===== src/rtl/dpx_pkg.sv =====
package dpx_pkg;
    localparam int unsigned DPX_WIDTH = 20;
    localparam int unsigned DPX_PATHS = 2;

    typedef enum logic [1:0] {
        UPD_HOLD    = 2'd0,
        UPD_PASS    = 2'd1,
        UPD_CAPTURE = 2'd2
    } upd_kind_e;
endpackage


===== src/rtl/dpx_edge.sv =====
module dpx_edge (
    input  logic clk,
    input  logic rst_n,
    input  logic level,
    output logic rise
);
    typedef struct packed {
        logic seen;
    } edge_st_t;

    edge_st_t st_d, st_q;

    always_comb begin
        st_d      = st_q;
        st_d.seen = level;
        rise      = level & ~st_q.seen;
    end

    always_ff @(posedge clk or negedge rst_n) begin
        if (!rst_n) st_q <= '0;
        else        st_q <= st_d;
    end
endmodule


===== src/rtl/dpx_store.sv =====
module dpx_store
    import dpx_pkg::*;
#(
    parameter int unsigned W = DPX_WIDTH
) (
    input  logic         clk,
    input  logic         rst_n,
    input  logic         freeze,
    input  logic         le,
    input  logic         clken_n,
    input  logic         rise,
    input  logic [W-1:0] din,
    output logic [W-1:0] word,
    output upd_kind_e    kind
);
    typedef struct packed {
        logic [W-1:0] word;
    } store_st_t;

    store_st_t st_d, st_q;

    always_comb begin
        st_d = st_q;
        kind = UPD_HOLD;
        if (!freeze) begin
            if (le) begin
                kind = UPD_PASS;
            end else if (!clken_n && rise) begin
                kind = UPD_CAPTURE;
            end
        end
        if (kind != UPD_HOLD) st_d.word = din;
    end

    always_ff @(posedge clk or negedge rst_n) begin
        if (!rst_n) st_q <= '0;
        else        st_q <= st_d;
    end

    assign word = st_q.word;
endmodule


===== src/rtl/dpx_drive.sv =====
module dpx_drive #(
    parameter int unsigned W = 20
) (
    input  logic         freeze,
    input  logic         le,
    input  logic         oe_n,
    input  logic [W-1:0] din,
    input  logic [W-1:0] word,
    output logic [W-1:0] dout,
    output logic [W-1:0] oe
);
    logic pass;
    logic drive;

    always_comb begin
        pass  = le & ~freeze;
        drive = ~oe_n & ~freeze;
        dout  = pass ? din : word;
        oe    = {W{drive}};
    end
endmodule


===== src/rtl/dual_path_xcvr.sv =====
module dual_path_xcvr
    import dpx_pkg::*;
#(
    parameter int unsigned W = DPX_WIDTH
) (
    input  logic         clk,
    input  logic         rst_n,
    input  logic         test_mode,
    input  logic         ab_oe_n,
    input  logic         ab_le,
    input  logic         ab_clken_n,
    input  logic         ab_clk,
    input  logic         ba_oe_n,
    input  logic         ba_le,
    input  logic         ba_clken_n,
    input  logic         ba_clk,
    input  logic [W-1:0] a_in,
    output logic [W-1:0] a_out,
    output logic [W-1:0] a_oe,
    input  logic [W-1:0] b_in,
    output logic [W-1:0] b_out,
    output logic [W-1:0] b_oe
);
    localparam int unsigned NP = DPX_PATHS;

    logic [NP-1:0]       p_oe_n, p_le, p_cen_n, p_clk, p_rise;
    logic [W-1:0]        p_din  [NP];
    logic [W-1:0]        p_word [NP];
    logic [W-1:0]        p_dout [NP];
    logic [W-1:0]        p_oe   [NP];
    upd_kind_e           p_kind [NP];

    // index 0: A-to-B, index 1: B-to-A
    always_comb begin
        p_oe_n  = {ba_oe_n, ab_oe_n};
        p_le    = {ba_le, ab_le};
        p_cen_n = {ba_clken_n, ab_clken_n};
        p_clk   = {ba_clk, ab_clk};
        p_din[0] = a_in;
        p_din[1] = b_in;
        b_out = p_dout[0];
        b_oe  = p_oe[0];
        a_out = p_dout[1];
        a_oe  = p_oe[1];
    end

    for (genvar g = 0; g < NP; g++) begin : g_path
        dpx_edge u_edge (
            .clk   (clk),
            .rst_n (rst_n),
            .level (p_clk[g]),
            .rise  (p_rise[g])
        );

        dpx_store #(.W(W)) u_store (
            .clk     (clk),
            .rst_n   (rst_n),
            .freeze  (test_mode),
            .le      (p_le[g]),
            .clken_n (p_cen_n[g]),
            .rise    (p_rise[g]),
            .din     (p_din[g]),
            .word    (p_word[g]),
            .kind    (p_kind[g])
        );

        dpx_drive #(.W(W)) u_drive (
            .freeze (test_mode),
            .le     (p_le[g]),
            .oe_n   (p_oe_n[g]),
            .din    (p_din[g]),
            .word   (p_word[g]),
            .dout   (p_dout[g]),
            .oe     (p_oe[g])
        );
    end
endmodule


===== config.mk =====
export PLATFORM = sky130hd
export DESIGN_NAME = dual_path_xcvr
export DESIGN_NICKNAME = d
export VERILOG_FILES = /design/src/rtl/dpx_pkg.sv /design/src/rtl/dpx_edge.sv /design/src/rtl/dpx_store.sv /design/src/rtl/dpx_drive.sv /design/src/rtl/dual_path_xcvr.sv
export SDC_FILE = /design/constraint.sdc
export NUM_CORES = 1
export LEC_CHECK = 0
export ABC_AREA = 0
export BUFFER_PORTS_ARGS = -buffer_cell sky130_fd_sc_hd__buf_4
export CAP_MARGIN = 20
export CORE_MARGIN = 2
export CORE_UTILIZATION = 41
export CTS_CLUSTER_SIZE = 8
export DETAILED_ROUTE_END_ITERATION = 16
export PLACE_DENSITY_LB_ADDON = 0.25
export SYNTH_ARGS = -nofsm -noshare
export SYNTH_HDL_FRONTEND = slang
export SYNTH_SLANG_ARGS = --single-unit

===== constraint.sdc =====
create_clock -name clk -period 1.6 [get_ports clk]
set_input_delay 0.32 -clock clk [delete_from_list [all_inputs] [get_ports clk]]
set_output_delay 0.32 -clock clk [all_outputs]
set_load 0.1 [all_outputs]

[Yosys cells after proc, flatten, opt, wreduce, memory -nomap -nowiden]
Cells that the tools add are included.
Word-level totals
  bits in registers: 42
  bits of input ports: 51
  logic and storage cells: 29
Operators by class
  multiplexer cells: 8
  bitwise logic cells: 11
  reductions and logical operators: 6
Operators by type and width (number)
  20-bit two-way mux: 2
  2-bit two-way mux: 6
  1-bit bitwise AND: 6
  1-bit inverter: 5
  2-bit nonzero test: 2
  1-bit logical AND: 2
  1-bit logical NOT: 2

[Depth between registers and ports, before layout]
Gate-level depths: netlist of the first run.
  depth after elaboration: 7
  gate-level depth with buffers: 4

[Modules after synthesis]
From an unflattened synthesis of the first run, not the netlist that was laid out.
Unflattened totals
  cells, all modules: 186
  area total of the unflattened synthesis: 2640.0 um2
Modules (own cells, without submodules)
  dpx_store: times used 2, cells each 47, area each 790.8 um2, sequential area each 500.5 um2
  dpx_drive: times used 2, cells each 44, area each 490.5 um2, sequential area each 0.0 um2
  dpx_edge: times used 2, cells each 2, area each 38.8 um2, sequential area each 25.0 um2

[Worst setup path after synthesis of the first run]
No wires, ideal clock.
  kind: in2out
  start point: input test_mode
  end point: output a_oe[0]
  data arrival time: 1.405 ns
  setup slack: -0.125 ns
  stages on the path: 2
  path buffers: 1
  path through: nor2_1 -> buf_4
Between the ends
  cells in the longest elaborated chain, start to end: 2
RTL lines
  from (decl): RTL line dual_path_xcvr.sv:8  | input logic test_mode,
  1-bit inverter: RTL line dpx_drive.sv:17  | drive = ~oe_n & ~freeze;
  1-bit bitwise AND: RTL line dpx_drive.sv:17
  to (decl): RTL line dual_path_xcvr.sv:19  | output logic [W-1:0] a_oe,
Every way passes these cells.

[Worst setup path after layout of the first run]
  start point: input test_mode
  end point: output b_out[12]
Between the ends
  cells in the longest elaborated chain, start to end: 3
RTL lines
  1-bit inverter: RTL line dpx_drive.sv:16  | pass = le & ~freeze;
  1-bit bitwise AND: RTL line dpx_drive.sv:16
  20-bit two-way mux: RTL line dpx_drive.sv:18  | dout = pass ? din : word;
  to (decl): RTL line dual_path_xcvr.sv:21  | output logic [W-1:0] b_out,
Every way passes these cells.

==> flow_summary.ini, run 1 <==
[global_route]
use_met1 = 0.198
use_met2 = 0.288
grtUsageMet3 = 0.0576
grt_pass1_wl_mm = 8.40
grt_overflow = 0
top_usage_layer = met2
antenna_found_initial = 0
grt_max_degree = 43
grt_use_total = 0.166
grt_pass1_vias = 1707

[floorplanning]
coreArea_um2 = 5920
die_w_um = 82.1
initial_core_util = 0.423
io_pins = 131
rows = 28
die_h_um = 82.1
dieArea_um2 = 6740

[synthesis]
syn_avg_cell_area_um2 = 14.1
syn_area_um2 = 2500
yosysWarnings = 0
syn_inst = 178
synthTopCellsByArea = dfrtp_1, mux2_4, mux2_2, buf_4, o41a_1
synth-seq-area-share = 0.420
synth_top_area_cell = dfrtp_1
syn_nets = 229
ys_seq_elements = 42
synth_top_area_share = 0.420
synth_cell_type_count = 9

[cells_and_area]
area_delta_synth_final_pct = 65.7
final_area_um2 = 4150
instances_no_fill = 357
fin_nets = 332
drive_gt1_frac = 0.833
antenna_cells = 0

[clocking]
cts_hold_buffers = 0
cts_setup_buffers = 0
cts_root_buffer = clkbuf_8
h-tree-depth = 2
clk_latency_ps = 290
clock-sinks = 42
numCtsBuffers = 5
clk_pin_slew_worst_paths_ps = 90
cts_tree = built
clockBufferDepth = 2

[placement]
gp_congestion = 0.678
place.port_buffers = 130
hpwl_mm = 3.57
dp_slack_ps = -79.1
dp.cells = 344
place_area_um2 = 3340

[route]
vias_per_cell = 4.65
drtPass1Iterations = 4
antenna_left = 0
wl_mm = 5.98
post_drt_wl_per_cell_um = 16.7
drt-initial-drc-count = 36
via_count = 1660
post-route-drc-count = 0

[timing]
slew_viol_final = 0
finalHoldViolCount = 12
slew-limit-headroom = 0.651
fin_crit_ps = 1610
fin_tns_setup_ps = -37.7
setup_viol_count_final = 7
period_share = 1.01
tightest_slew_ps = 524
fin_ws_ps = -11.4
grt_setup_unrepaired = true
max_freq_mhz = 621
skew_ps = 12.8
fin_hold_ws_ps = -2.67

[status]
failed_checks = negative hold slack, negative setup slack
status = finished, violations left

[worst_setup_path]
startpoint_type = primary input
cp.buffers_inverters = 3
critPathKind = primary input to output port
crit_chain = buf_8 -> nand2b_4 -> clkbuf_16 -> mux2_4 -> buf_12
cp_max_fo = 5
worstPathArrival_ps = 1290
cp.required_ps = 1280
cpPeakStageDelay_ps = 320
cp-end-kind = output port
cp_slowest_cell = mux2_4
cp_top_family = buffers and inverters

[run]
drv_cap = 0

[power]
cellLeakagePower_nw = 2.16
ir_drop_uv = 762
power_mw = 5.34
power_density_nw_per_um2 = 1290

[worst_hold_path]
hold_path.class = primary input to async pin
[final timing paths]
path	startpoint	end	slack [ps]	cells past startpoint
min in group clk	ab_clk	g_path[0].u_edge.st_q	140	1
worst max-delay path	test_mode	b_out[12]	-10	5
worst max register to register	g_path[0].u_edge.st_q	g_path[0].u_store.word[14]	170	3
worst min-delay path	rst_n	g_path[0].u_store.word[15]	-3	1
max in group asynchronous	rst_n	g_path[1].u_store.word[18]	1230	1
worst min register to register	g_path[1].u_store.word[2]	g_path[1].u_store.word[2]	510	1
[placed cells by master, fill, tap and decap left out]
| cell type | Yosys | routed |
|---|---|---|
| buf_12 | 0 | 35 |
| nand2b_4 | 0 | 2 |
| bufinv_16 | 0 | 1 |
| buf_16 | 0 | 2 |
| inv_1 | 2 | 2 |
| mux2_2 | 40 | 10 |
| clkbuf_8 | 0 | 5 |
| mux2_4 | 40 | 70 |
| clkbuf_16 | 0 | 3 |
| nor2_2 | 0 | 2 |
| dfrtp_1 | 42 | 42 |
| o41a_1 | 2 | 2 |
| buf_8 | 0 | 2 |
| buf_4 | 44 | 94 |
| buf_6 | 0 | 8 |
| clkinvlp_4 | 0 | 1 |
| clkbuf_1 | 0 | 1 |
[timing repair]
item | in CTS | in global routing
cloned | 2 | 3
endpoints found under the setup margin | 40 | 40
resized for setup | 81 | 59
[Yosys cell counts]
master    instances
buf_2             4
buf_4            44
dfrtp_1          42
inv_1             2
mux2_2           40
mux2_4           40
nand2b_1          2
nor2_1            2
o41a_1            2
[power breakdown]
part,total (mW),switching (mW),internal [mW]
registers,1.32,0.0970,1.22
clock network,0.834,0.368,0.466
logic,3.18,1.99,1.19
[cells by family after synthesis]
| kind of cell | Yosys count | synth area share |
|---|---|---|
| buffers and inverters | 50 | 0.143 |
| AOI/OAI and AO/OA | 2 | 0.00900 |
| muxes | 80 | 0.420 |
| and+or+nand+nor | 4 | 0.00800 |
| DFF | 42 | 0.420 |
[per-stage QoR]
step                utilization  hold WS [ps]
floorplan                     -          24.4
global placement          0.565           339
detailed placement        0.565           346
CTS                       0.646          17.6
global route              0.700          31.5
finish                    0.700         -2.67
[per-layer routing]
| layer | wire length, µm | vias up |
|---|---|---|
| met4 | 60 | 0 |
| met3 | 423 | 7 |
| li1 | - | 783 |
| met2 | 3130 | 69 |
| met1 | 2360 | 801 |
| met5 | 0 | - |
[state kept, by name, indices dropped and copies added (netlist names)]
name	cells
g_path.u_edge.st_q	2
g_path.u_store.word	40
[final cells by class]
cell class	count	area, µm²
flip-flops and latches	42	1050
clock buffers	6	72.6
inverters	2	7.51
clock inverters	2	37.5
fillers	397	1780
multi-input cells	86	1230
well taps	75	93.8
repair buffers	144	1660
No activity file was read; power rests on OpenSTA's default activity.
==> run 2: changes to the inputs <==
Settings changed: ABC_CLOCK_PERIOD_IN_PS from default to 1600, SETUP_SLACK_MARGIN from default to 0.3.
==> run 2 against run 1 <==
  * The run ends with negative setup slack left
  * Critical path depth unchanged
  * Non-clock buffer count up 16
  * Total power up 7.5%
  * Highest routed layer unchanged
==> flow_summary.ini, run 2 (synthesized netlist as in run 1, its figures left out) <==
[floorplanning]
rows = 28
die_w_um = 82.1
initial_core_util = 0.423
die_h_um = 82.1
dieArea_um2 = 6740
io_pins = 131
coreArea_um2 = 5920

[clocking]
cts_tree = built
clk_latency_ps = 290
clock-sinks = 42
cts_root_buffer = clkbuf_8
cts_hold_buffers = 0
clockBufferDepth = 2
numCtsBuffers = 5
h-tree-depth = 2
clk_pin_slew_worst_paths_ps = 80

[global_route]
grt_max_degree = 43
grt_use_total = 0.218
grt_overflow = 0
grt_pass1_wl_mm = 10.6
antenna_found_initial = 0
grt_pass1_vias = 1920

[timing]
slew-limit-headroom = 0.636
finalHoldViolCount = 0
setup_viol_count_final = 13
fin_tns_setup_ps = -76.5
period_share = 1.01
slew_viol_final = 0
tightest_slew_ps = 545
skew_ps = 8.70
grt_setup_unrepaired = true
fin_crit_ps = 1620
max_freq_mhz = 618
fin_hold_ws_ps = 9.43
fin_ws_ps = -19.3

[placement]
gp_congestion = 0.708
place.port_buffers = 130
dp.cells = 346

[worst_setup_path]
cp-end-kind = output port
startpoint_type = primary input
cp_max_fo = 6
worstPathArrival_ps = 1300
critPathKind = primary input to output port
cp.required_ps = 1280

[cells_and_area]
final_common_cell = mux2_4
seq_area_um2 = 1050
multiInputGateArea_um2 = 1300
fin_nets = 350
nFillCells = 255
antenna_cells = 0
final_cell_mix = mux2_4, buf_12, buf_4
drive_gt1_frac = 0.847
largest_reg_flops = 40
instances_no_fill = 375
area_delta_synth_final_pct = 98.0

[route]
drtPass1Iterations = 4
post_drt_wl_per_cell_um = 24.2
drt-initial-drc-count = 59
antenna_left = 0
wl_mm = 9.07
post-route-drc-count = 0
via_count = 1890
vias_per_cell = 5.04

[power]
clkPwrFrac = 0.141
switching_share = 0.456
combPwrFrac = 0.625
switchingPower_mw = 2.62
ir_drop_uv = 713
intPower_mw = 3.12
cellLeakagePower_nw = 2.50
seq_power_share = 0.234
power_density_nw_per_um2 = 1160

[run]
drv_cap = 0

[worst_hold_path]
hold_path.class = primary input to async pin

[status]
failed_checks = negative setup slack
status = finished, violations left
[run 2: metal layers]
metal / global-route usage / up-vias / share of wire
met5: 0 / - / 0
met4: 0.0550 / 0 / 0.022
met3: 0.0565 / 14 / 0.069
met2: 0.419 / 99 / 0.52
met1: 0.237 / 955 / 0.38
li1: - / 822 / -
[run 2: final timing paths]
path / start / end / slack, ps / cells past startpoint
worst max-delay path: test_mode / a_out[1] / -20 / 5
worst min-delay path: rst_n / g_path[0].u_store.word[9] / 9 / 1
worst max register to register: g_path[1].u_edge.st_q / g_path[1].u_store.word[5] / 100 / 4
worst min register to register: g_path[0].u_store.word[19] / g_path[0].u_store.word[19] / 520 / 1
max in group asynchronous: rst_n / g_path[0].u_store.word[8] / 1220 / 1
min in group clk: ab_clk / g_path[0].u_edge.st_q / 150 / 1
[run 2: worst max-delay path, stage by stage]
cell and delay, ps:
buf_8 100, nand2b_4 190, buf_16 170, mux2_4 330
buf_12 170
[run 2: area by class of cell]
class,instances,area share
sequential,42,0.212
tap,75,0.0189
clock buffer,8,0.0222
inverter,2,0.00151
multi-input combinational,88,0.262
timing repair buffer,160,0.484
[run 2: power by group through the flow]
stage,combinational (mW),clock (mW),sequential (mW)
floorplan,2.32,0,1.31
global placement,2.75,0,1.33
detailed placement,2.76,0,1.33
CTS,3.42,0.817,1.32
global route,3.66,0.886,1.36
finish,3.59,0.808,1.35
[run 2: repair_timing]
| item | 4_1_cts | 5_1_grt |
|---|---|---|
| gates cloned | 4 | 2 |
| pin swaps | 4 | 4 |
| resized for setup | 198 | 39 |
| buffers inserted | 8 | 7 |
| setup endpoints to repair | 120 | 120 |
[run 2: through the flow]
| step | area (µm²) | power [mW] | util | setup slack [ps] |
|---|---|---|---|---|
| 5_1_grt | 4960 | 5.91 | 0.837 | -26.0 |
| 4_1_cts | 4650 | 5.56 | 0.785 | 8.90 |
| 2_1_floorplan | 2710 | 3.63 | - | 241 |
| 3_5_place_dp | 3560 | 4.09 | 0.601 | -44.3 |
| 3_3_place_gp | 3560 | 4.07 | 0.601 | -38.8 |
| 6_report | 4960 | 5.74 | 0.837 | -19.3 |
